## src/rtl/store_fwd_buf.sv

```systemverilog
module store_fwd_buf #(
  parameter int DEPTH = 8,
  parameter int AW    = 32,
  parameter int DW    = 32,
  parameter int TW    = 6
) (
  input  logic          clk,
  input  logic          rst_n,
  input  logic          alloc_valid,
  input  logic [TW-1:0] alloc_tag,
  output logic          alloc_ready,
  input  logic          addr_wr_valid,
  input  logic [TW-1:0] addr_wr_tag,
  input  logic [AW-1:0] addr_wr_addr,
  input  logic          data_wr_valid,
  input  logic [TW-1:0] data_wr_tag,
  input  logic [DW-1:0] data_wr_data,
  input  logic          ld_valid,
  input  logic [TW-1:0] ld_tag,
  input  logic [AW-1:0] ld_addr,
  output logic [1:0]    ld_result,
  output logic [DW-1:0] ld_data,
  input  logic          retire_valid,
  input  logic [TW-1:0] retire_tag,
  output logic          mem_wr_valid,
  output logic [AW-1:0] mem_wr_addr,
  output logic [DW-1:0] mem_wr_data,
  input  logic          flush_valid,
  input  logic [TW-1:0] flush_tag
);
  localparam int PW = (DEPTH > 1) ? $clog2(DEPTH) : 1;
  localparam int CW = PW + 1;
  localparam logic [1:0] RES_CACHE = 2'b00;
  localparam logic [1:0] RES_FWD   = 2'b01;
  localparam logic [1:0] RES_WAIT  = 2'b10;
  localparam logic [1:0] RES_UNRES = 2'b11;

  logic [TW-1:0] tag_q  [DEPTH];
  logic [AW-1:0] addr_q [DEPTH];
  logic [DW-1:0] data_q [DEPTH];
  logic [DEPTH-1:0] aok_q, dok_q, live;
  logic [PW-1:0] head_q, tail;
  logic [CW-1:0] count_q, keep;
  logic push, pop;

  function automatic logic is_older(input logic [TW-1:0] a, input logic [TW-1:0] b);
    logic [TW-1:0] d;
    d = a - b;
    return d[TW-1];
  endfunction

  assign alloc_ready  = (count_q < CW'(DEPTH));
  assign tail         = head_q + count_q[PW-1:0];
  assign push         = alloc_valid && alloc_ready && !flush_valid;
  assign mem_wr_valid = retire_valid && !flush_valid && (count_q != '0) &&
                        (tag_q[head_q] == retire_tag) && aok_q[head_q] && dok_q[head_q];
  assign pop          = mem_wr_valid;
  assign mem_wr_addr  = addr_q[head_q];
  assign mem_wr_data  = data_q[head_q];

  always_comb begin
    for (int i = 0; i < DEPTH; i++)
      live[i] = ({1'b0, PW'(i) - head_q} < count_q);
  end

  // Scan from oldest to youngest so the last hit among older stores decides.
  always_comb begin
    logic [PW-1:0] s;
    ld_result = RES_CACHE;
    ld_data   = '0;
    for (int k = 0; k < DEPTH; k++) begin
      s = head_q + PW'(k);
      if (ld_valid && (CW'(k) < count_q) && is_older(tag_q[s], ld_tag)) begin
        if (!aok_q[s]) begin
          ld_result = RES_UNRES;
        end else if (addr_q[s] == ld_addr) begin
          ld_result = dok_q[s] ? RES_FWD : RES_WAIT;
          ld_data   = data_q[s];
        end
      end
    end
  end

  // Program order means the removed stores form a suffix of the queue.
  always_comb begin
    logic [PW-1:0] s;
    keep = '0;
    for (int k = 0; k < DEPTH; k++) begin
      s = head_q + PW'(k);
      if ((CW'(k) < count_q) && !is_older(flush_tag, tag_q[s]))
        keep = keep + 1'b1;
    end
  end

  always_ff @(posedge clk) begin
    for (int i = 0; i < DEPTH; i++) begin
      if (addr_wr_valid && live[i] && tag_q[i] == addr_wr_tag) addr_q[i] <= addr_wr_addr;
      if (data_wr_valid && live[i] && tag_q[i] == data_wr_tag) data_q[i] <= data_wr_data;
    end
    if (push) tag_q[tail] <= alloc_tag;
  end

  always_ff @(posedge clk) begin
    if (!rst_n) begin
      head_q  <= '0;
      count_q <= '0;
      aok_q   <= '0;
      dok_q   <= '0;
    end else begin
      for (int i = 0; i < DEPTH; i++) begin
        if (addr_wr_valid && live[i] && tag_q[i] == addr_wr_tag) aok_q[i] <= 1'b1;
        if (data_wr_valid && live[i] && tag_q[i] == data_wr_tag) dok_q[i] <= 1'b1;
      end
      if (flush_valid) begin
        count_q <= keep;
      end else begin
        if (push) begin
          aok_q[tail] <= 1'b0;
          dok_q[tail] <= 1'b0;
        end
        if (pop) head_q <= head_q + 1'b1;
        count_q <= count_q + CW'(push) - CW'(pop);
      end
    end
  end

  AST_COUNT_BOUND: assert property (@(posedge clk) disable iff (!rst_n)
    count_q <= CW'(DEPTH));
  AST_FULL_NO_ALLOC: assert property (@(posedge clk) disable iff (!rst_n)
    (alloc_valid && !alloc_ready && !mem_wr_valid && !flush_valid) |=> count_q == $past(count_q));
  AST_EMPTY_CACHE: assert property (@(posedge clk) disable iff (!rst_n)
    (ld_valid && count_q == '0) |-> ld_result == RES_CACHE);
  AST_DRAIN_POPS: assert property (@(posedge clk) disable iff (!rst_n)
    (mem_wr_valid && !alloc_valid) |=> count_q == $past(count_q) - 1'b1);
  AST_FLUSH_SHRINK: assert property (@(posedge clk) disable iff (!rst_n)
    flush_valid |=> count_q <= $past(count_q));
endmodule

```

## config.mk

```make
export PLATFORM = sky130hd
export DESIGN_NAME = store_fwd_buf
export DESIGN_NICKNAME = d
export VERILOG_FILES = /design/src/rtl/store_fwd_buf.sv
export SDC_FILE = /design/constraint.sdc
export NUM_CORES = 2
export LEC_CHECK = 0
export BUFFER_PORTS_ARGS = -buffer_cell sky130_fd_sc_hd__buf_2
export CAP_MARGIN = 10
export CORE_ASPECT_RATIO = 0.8
export CORE_UTILIZATION = 32
export DETAILED_ROUTE_END_ITERATION = 6
export PLACE_DENSITY = 0.51
export RECOVER_POWER = 25
export SYNTH_ARGS = -nofsm -noshare
export SYNTH_HDL_FRONTEND = slang
export SYNTH_SLANG_ARGS = --single-unit
```

## constraint.sdc

```tcl
create_clock -name clk -period 9.9 [get_ports clk]
set_input_delay 0.495 -clock clk [delete_from_list [all_inputs] [get_ports clk]]
set_output_delay 0.495 -clock clk [all_outputs]
set_load 0.02 [all_outputs]
```

== Word-level counts from Yosys, hierarchy flattened ==
Memories as Yosys holds them, arrays and structs flattened. A register that Yosys moved wholly into a read port is not among the register bits.
Cells that the tools add are included.

* Memory bits (writable): 560
* Input bits: 140
* Output and inout bits: 100
* Memories kept: 3
* Word-level logic and storage cells: 354
* Bits in registers: 23

* $add $sub $neg: 41
* Mux-type cells: 175
* Bitwise gates (word level): 4
* $lt $le $gt $ge: 27
* Reduce and logical (&&, ||, !) cells: 75
* Equality and inequality tests: 25

{| class="wikitable"
|+ Memory list
! memory !! words !! width !! read ports !! clocked after Yosys merged registers in !! write ports !! line !! source
|-
| addr_q || 8 || 32 || 8 || 1 || 8 || 39 || <nowiki>logic [AW-1:0] addr_q [DEPTH];</nowiki>
|-
| data_q || 8 || 32 || 8 || 1 || 8 || 40 || <nowiki>logic [DW-1:0] data_q [DEPTH];</nowiki>
|-
| tag_q || 8 || 6 || 16 || 1 || 1 || 38 || <nowiki>logic [TW-1:0] tag_q [DEPTH];</nowiki>
|}

{| class="wikitable"
|+ Operators with widths
! kind !! count
|-
| 32-bit 2-to-1 mux || 24
|-
| 32-bit == test || 8
|-
| 6-bit == test || 17
|-
| 6-bit subtractor || 16
|-
| 1-bit 2-to-1 mux || 84
|-
| 1-bit logical AND || 64
|-
| 2-bit 2-to-1 mux || 32
|-
| 1-bit binary-select mux with 3-bit select || 16
|-
| 3-bit by 4-bit less-than comparator with 1-bit output (second input constant) || 9
|-
| 3-bit by 4-bit less-than comparator with 1-bit output || 8
|-
| 4-bit 2-to-1 mux || 8
|-
| 8-bit 2-to-1 mux || 4
|-
| 4-bit by 1-bit adder with 4-bit output (second input constant) || 7
|-
| 3-bit 2-to-1 mux || 6
|-
| 8-bit AND || 2
|-
| 3-bit by 4-bit less-than comparator with 1-bit output (first input constant) || 4
|-
| 3-bit adder (second input constant) || 4
|-
| 3-bit subtractor (first input constant) || 4
|-
| 1-bit zero test || 9
|-
| 1-bit by 4-bit less-than comparator with 1-bit output (first input constant) || 2
|-
| 2-bit by 4-bit less-than comparator with 1-bit output (first input constant) || 2
|-
| 8-bit NOT || 1
|-
| 3-bit by 2-bit adder with 3-bit output (second input constant) || 2
|-
| 1-bit by 3-bit subtractor with 3-bit output (first input constant) || 2
|-
| other kinds (11) || 12
|}

== Depth between registers and ports, before layout ==
* Depth after elaboration: 27
* Mapped depth: 47
* Gate-level depth less buffers: 33

== Worst setup path after synthesis ==
No wires, ideal clock.

* Kind: register to register
* From: register head_q[1]
* To: register count_q[3]
* Buffers on the path: 14
* Library setup time: 0.117 ns
* Period minus slack after synthesis: 9.070 ns
* Arrival time: 8.953 ns
* Required time: 9.783 ns
* Path slack: 0.830 ns
* Stages on the path, launching flop included: 46
* Cell sequence: dfxtp_1 -> buf_2 -> buf_4 -> clkbuf_1 -> inv_2 -> buf_1 -> buf_6 -> ha_1 -> buf_2 -> buf_6 -> buf_6 -> buf_4 -> buf_2 -> buf_2 -> buf_4 -> buf_1 -> clkbuf_1 -> mux4_2 -> [... 10 more ...] -> ha_1 -> xor2_1 -> ha_1 -> and3_1 -> a21o_1 -> ha_1 -> nor2_1 -> nor2_1 -> ha_1 -> nand2_1 -> o31ai_1 -> ha_1 -> inv_1 -> xnor3_1 -> nor3_1 -> o211ai_1 -> xor3_1 -> o21ai_1

* Cells in the longest elaborated chain, start to end: 19
* Elaborated cells between the ends (all ways): 50
* Those cells by class: 21 x add/sub; 12 x mux; 16 x reduce/logical; 1 x memory

{| class="wikitable"
|+ Ends and longest elaborated chain
! what !! line !! source
|-
| start, declared || 42 || <nowiki>logic [PW-1:0] head_q, tail;</nowiki>
|-
| start signal, assigned || 121 || <nowiki>if (pop) head_q <= head_q + 1'b1;</nowiki>
|-
| 3-bit by 1-bit adder with 3-bit output || 89 || <nowiki>s = head_q + PW'(k);</nowiki>
|-
| memory 8 x 6 bit || - ||
|-
| 6-bit subtractor || 48 || <nowiki>d = a - b;</nowiki>
|-
| 1-bit zero test || 90 || <nowiki>if ((CW'(k) < count_q) && !is_older(flush_tag, tag_q[s]))</nowiki>
|-
| 1-bit logical AND || 90 ||
|-
| 4-bit 2-to-1 mux || 90 ||
|-
| 4-bit by 1-bit adder with 4-bit output || 91 || <nowiki>keep = keep + 1'b1;</nowiki>
|-
| 4-bit 2-to-1 mux || 90 ||
|-
| [... 3 more ...] || - ||
|-
| 4-bit 2-to-1 mux || 90 ||
|-
| 4-bit by 1-bit adder with 4-bit output || 91 ||
|-
| 4-bit 2-to-1 mux || 90 ||
|-
| 4-bit by 1-bit adder with 4-bit output || 91 ||
|-
| 4-bit 2-to-1 mux || 90 ||
|-
| 4-bit by 1-bit adder with 4-bit output || 91 ||
|-
| 4-bit 2-to-1 mux || 90 ||
|-
| 4-bit 2-to-1 mux * || 114 || <nowiki>if (flush_valid) begin</nowiki>
|-
| end signal, assigned || 115 || <nowiki>count_q <= keep;</nowiki>
|-
| end signal, assigned || 122 || <nowiki>count_q <= count_q + CW'(push) - CW'(pop);</nowiki>
|-
| end, declared || 43 || <nowiki>logic [CW-1:0] count_q, keep;</nowiki>
|}

Mark *: on every way between the ends. The rest lies on a longest branch, timed or not. The select of a mux whose other input is x is not followed.
A chain may end at the register's enable or synchronous reset.

== Worst setup path in the final report ==
* From: register head_q[1]
* To: output ld_data[18]

* Cells in the longest elaborated chain, start to end: 25
* Elaborated cells between the ends (all ways): 70
* Those cells by class: 14 x add/sub; 7 x eq/ne; 39 x mux; 7 x reduce/logical; 3 x memory

{| class="wikitable"
|+ Ends and longest elaborated chain
! what !! line !! source
|-
| branches (longest 24 deep; another with memory 8 x 6 bit) || - ||
|-
| 32-bit 2-to-1 mux * || 73 || <nowiki>if (ld_valid && (CW'(k) < count_q) && is_older(tag_q[s], ld_tag)) begin</nowiki>
|-
| end, declared || 22 || <nowiki>output logic [DW-1:0] ld_data,</nowiki>
|}

Every way passes the cells marked *. The select of a mux whose other input is x is not followed.

==> impl_results.md <==
- Worst-path fanout max: 55
- I/O pins: 240
- CP required: between 9 and 10 ns
- Layout cells sized above 1: 30.0%
- Seq cells post-synth: around 590
- Final Cycle Share: between 80 and 90%
- Hold Path Class: in -> reg
- Worst slew pin tran: roughly 1.2 ns
- DIE AREA: 168,000 um^2
- Final slew viol count: 0
- Hpwl dp: ~130,000 um
- H-Tree Depth: 3
- DRT Pass-1 Iters: 5
- Post-synth cell types: just under 90
- CTS tree: yes
- Critical path endpoint category: output port
- Clk root buf: clkbuf_16
- Number of max-cap violations: 0
- Final min period: 8.59 ns
- Startpoint types: flip-flop
- Final hold slack: ~0.11 ns
- R2R cell count: 31
- Status: complete, no violations
- CTS resizes: 0
- Die height: 367 um
- Initial Util: roughly 32%
- Reg clk slew, reported paths: 0.05 ns
- Overflow after GRT: 0
- Reg-to-reg endpoint: count_q[3]$_SDFF_PN0_
- Area of the multi-input gates: 33,800 um^2
- Row Count: about 130
- Arrival @ worst endpoint: 8.09 ns
- Crit path launch: head_q[1]$_SDFFE_PN0P_
- Setup-failing EPs final: 0
- Post-DP Area: about 56,000 um^2
- Most common cell in the netlist: mux4_2
- Vias: 39,600
- Fill cells: roughly 16,000
- Setup bufs post-CTS: 0
- Core Region: between 150,000 and 200,000 um^2
- CP Class: reg -> out
- Drt wl/cell: roughly 31 um
- # clock sinks: around 590
- Reg-to-reg setup timing slack: about 2 ns
- Clock skew: about 0.037 ns
- Vias per cell: 6.30
- Number of CTS-inserted buffers: 76
- Leading area contributor after synthesis: edfxtp_1
- Final antenna-violating net count: 0
- Port-buffer cells: 239
- Post-Syn Area: between 50,000 and 60,000 um^2
- Vias in the first global route: between 30,000 and 40,000
- Area Growth Syn to Fin: 9.86%
- Syn Nets: 4,271
- Power share of the combinational group: ~15%
- Static Leakage: between 15 and 20 nW
- Mapped Avg Cell Area: around 13 um^2
- Setup_tns: 0 ns
- Slew margin rel.: 16.8%
- Main synth FF type: edfxtp_1
- Die W: 458 um
- Clock power frac: a little over two fifths
- Clock buffer depth: 3
- Seq/Total Area, Yosys: about a third
- GP Congestion: approximately 0.94
- Clk_lat worst skew: a little under 0.7 ns
- CP endpoint: ld_data[18]
- Antenna violations before repair: 29
- Pwr/cell area: 111 nW/um^2
- Top cells by count, synth: mux4_2 (686), edfxtp_1 (560), mux2i_1 (421)
- FMAX: roughly 120 MHz
- First-pass GRT wire length: 282,000 um
- Cell count after synthesis: 4,037
- DRC: 0
- # nets final: around 4,300
- Critical R2R Launch: head_q[1]$_SDFFE_PN0P_
- Hold buffers post-CTS: 0
- Area share of the largest cell type after synthesis: about a third
- RSZ-0062 raised after global routing: false
- Final hold violation count: 0
- P_int: between 0.004 and 0.005 W
- NetSw: 0.00178 W
- Initial DRC count: around 5,000
- Final Cell Area: roughly 59,000 um^2
- GRT Total Usage: a little under a quarter
- Reg power frac: a little over two fifths
- Switch share: between 20% and 30%
- Register area: ~17,000 um^2
- Main area contributors after synthesis: edfxtp_1 (32%), mux4_2 (29%), mux2i_1 (7.9%), xnor2_1 (5.1%), nand2_1 (2.6%)
- Maximum vdd ir drop: about 110 uV
- Synth Warn #: 0
- Asr flop ratio synth: 0%
- Largest net degree at the start of global routing: roughly 150
- Final wirelength: roughly 200,000 um
- Post-synth EDFFs: between 500 and 600
## power by group through the flow
| stage | clock network [W] | logic, W | registers [W] |
|---|---|---|---|
| floorplan | 0 | 0.000624 | 0.00282 |
| global placement | 0 | 0.000928 | 0.00285 |
| detailed placement | 0 | 0.000929 | 0.00285 |
| CTS | 0.00280 | 0.000935 | 0.00280 |
| global route | 0.00289 | 0.00102 | 0.00280 |
| finish | 0.00275 | 0.000948 | 0.00280 |
## metal layers
layer,vias to the layer above,share of wire [%],global-route usage (%)
met4,14,2.8,7.92
li1,16400,-,-
met5,-,0.044,0
met2,2180,45,33.8
met3,297,9.1,4.15
met1,20700,43,33.5
## placed cells by master (no fill, tap or decap), types with 11 or more instances in the layout
cell and count:
o21a_1 27, nand4_1 50, mux4_1 30, edfxtp_1 560, o21ai_0 52, nor3_2 16
buf_2 195, xnor2_1 307, a31oi_1 27, mux4_2 686, a211oi_1 47, buf_4 71
and3_1 18, diode_2 15, nand3b_1 47, nand3_1 56, nand2b_1 22, and2_1 61
nor3_1 23, clkbuf_1 55, a21o_1 13, nor2_1 82, inv_1 63, and4b_1 21
mux4_4 13, a21oi_1 99, nor4_1 52, dfxtp_1 20, clkbuf_16 76, o211ai_1 37
o22ai_1 39, xor2_1 88, ha_1 90, nand2_1 375, mux2_2 74, clkinv_2 11
o41ai_2 21, mux2i_1 421
## area by class of cell
cell class	instances	area share, %
Antenna cell	15	0.0642
Clock buffer	87	3.32
Clock inverter	44	0.821
Inverter	68	0.460
Multi-Input combinational cell	3006	57.8
Sequential cell	586	29.7
Tap cell	2160	4.62
Timing Repair Buffer	320	3.20
## logic make-up after synthesis
family,after synthesis,share of synthesized area (%)
adders and majority gates,94,2.25
xor gates and xnor gates,402,6.78
AOI/OAI and AO/OA,435,5.72
and+or+nand+nor,850,7.97
DFF,586,32.6
buffers and inverters,445,4.12
muxes,1225,40.6
## flip-flops by register name, indices dropped and copies added (netlist names), named ones only
signal / flops
addr_q: 256
aok_q: 8
count_q: 4
data_q: 256
dok_q: 8
head_q: 3
tag_q: 48
## through the flow
stage / utilization (%) / cells / worst slack [ns] / power (W)
floorplan: - / 4037 / 0.830 / 0.00345
global placement: 34.1 / 6140 / 1.90 / 0.00378
detailed placement: 34.1 / 6140 / 2.06 / 0.00378
finish: 35.5 / 6286 / 1.31 / 0.00650
CTS: 35.5 / 6271 / 1.38 / 0.00653
global route: 35.5 / 6284 / 1.08 / 0.00671
## critical path, cell delays in order, from the launching register on
cell and delay, ns:
dfxtp_4 0.93, inv_4 0.40, ha_4 0.93, buf_12 0.41
mux4_2 0.59, mux2i_1 0.24, xnor2_1 0.13, nor4_1 0.61
nand4_1 0.21, nor4_2 0.61, nand4_1 0.16, buf_4 0.32
and3_1 0.25, buf_4 0.21, inv_1 0.61, buf_4 0.35
o41ai_2 0.13, buf_2 0.18
## worst min-delay path by stage
stage | start | end | slack [ns] | cells past startpoint
floorplan | aok_q[0]$_SDFF_PN0_ | aok_q[0]$_SDFF_PN0_ | 0.49 | 2
global placement | dok_q[3]$_SDFF_PN0_ | dok_q[3]$_SDFF_PN0_ | 0.51 | 2
detailed placement | dok_q[0]$_SDFF_PN0_ | dok_q[0]$_SDFF_PN0_ | 0.52 | 2
CTS | data_wr_data[3] | data_q[6][3]$_DFFE_PP_ | 0.04 | 1
global route | addr_wr_addr[23] | addr_q[7][23]$_DFFE_PP_ | 0.11 | 1
finish | addr_wr_addr[27] | addr_q[2][27]$_DFFE_PP_ | 0.11 | 1
No activity file was read; power rests on OpenSTA's default activity.
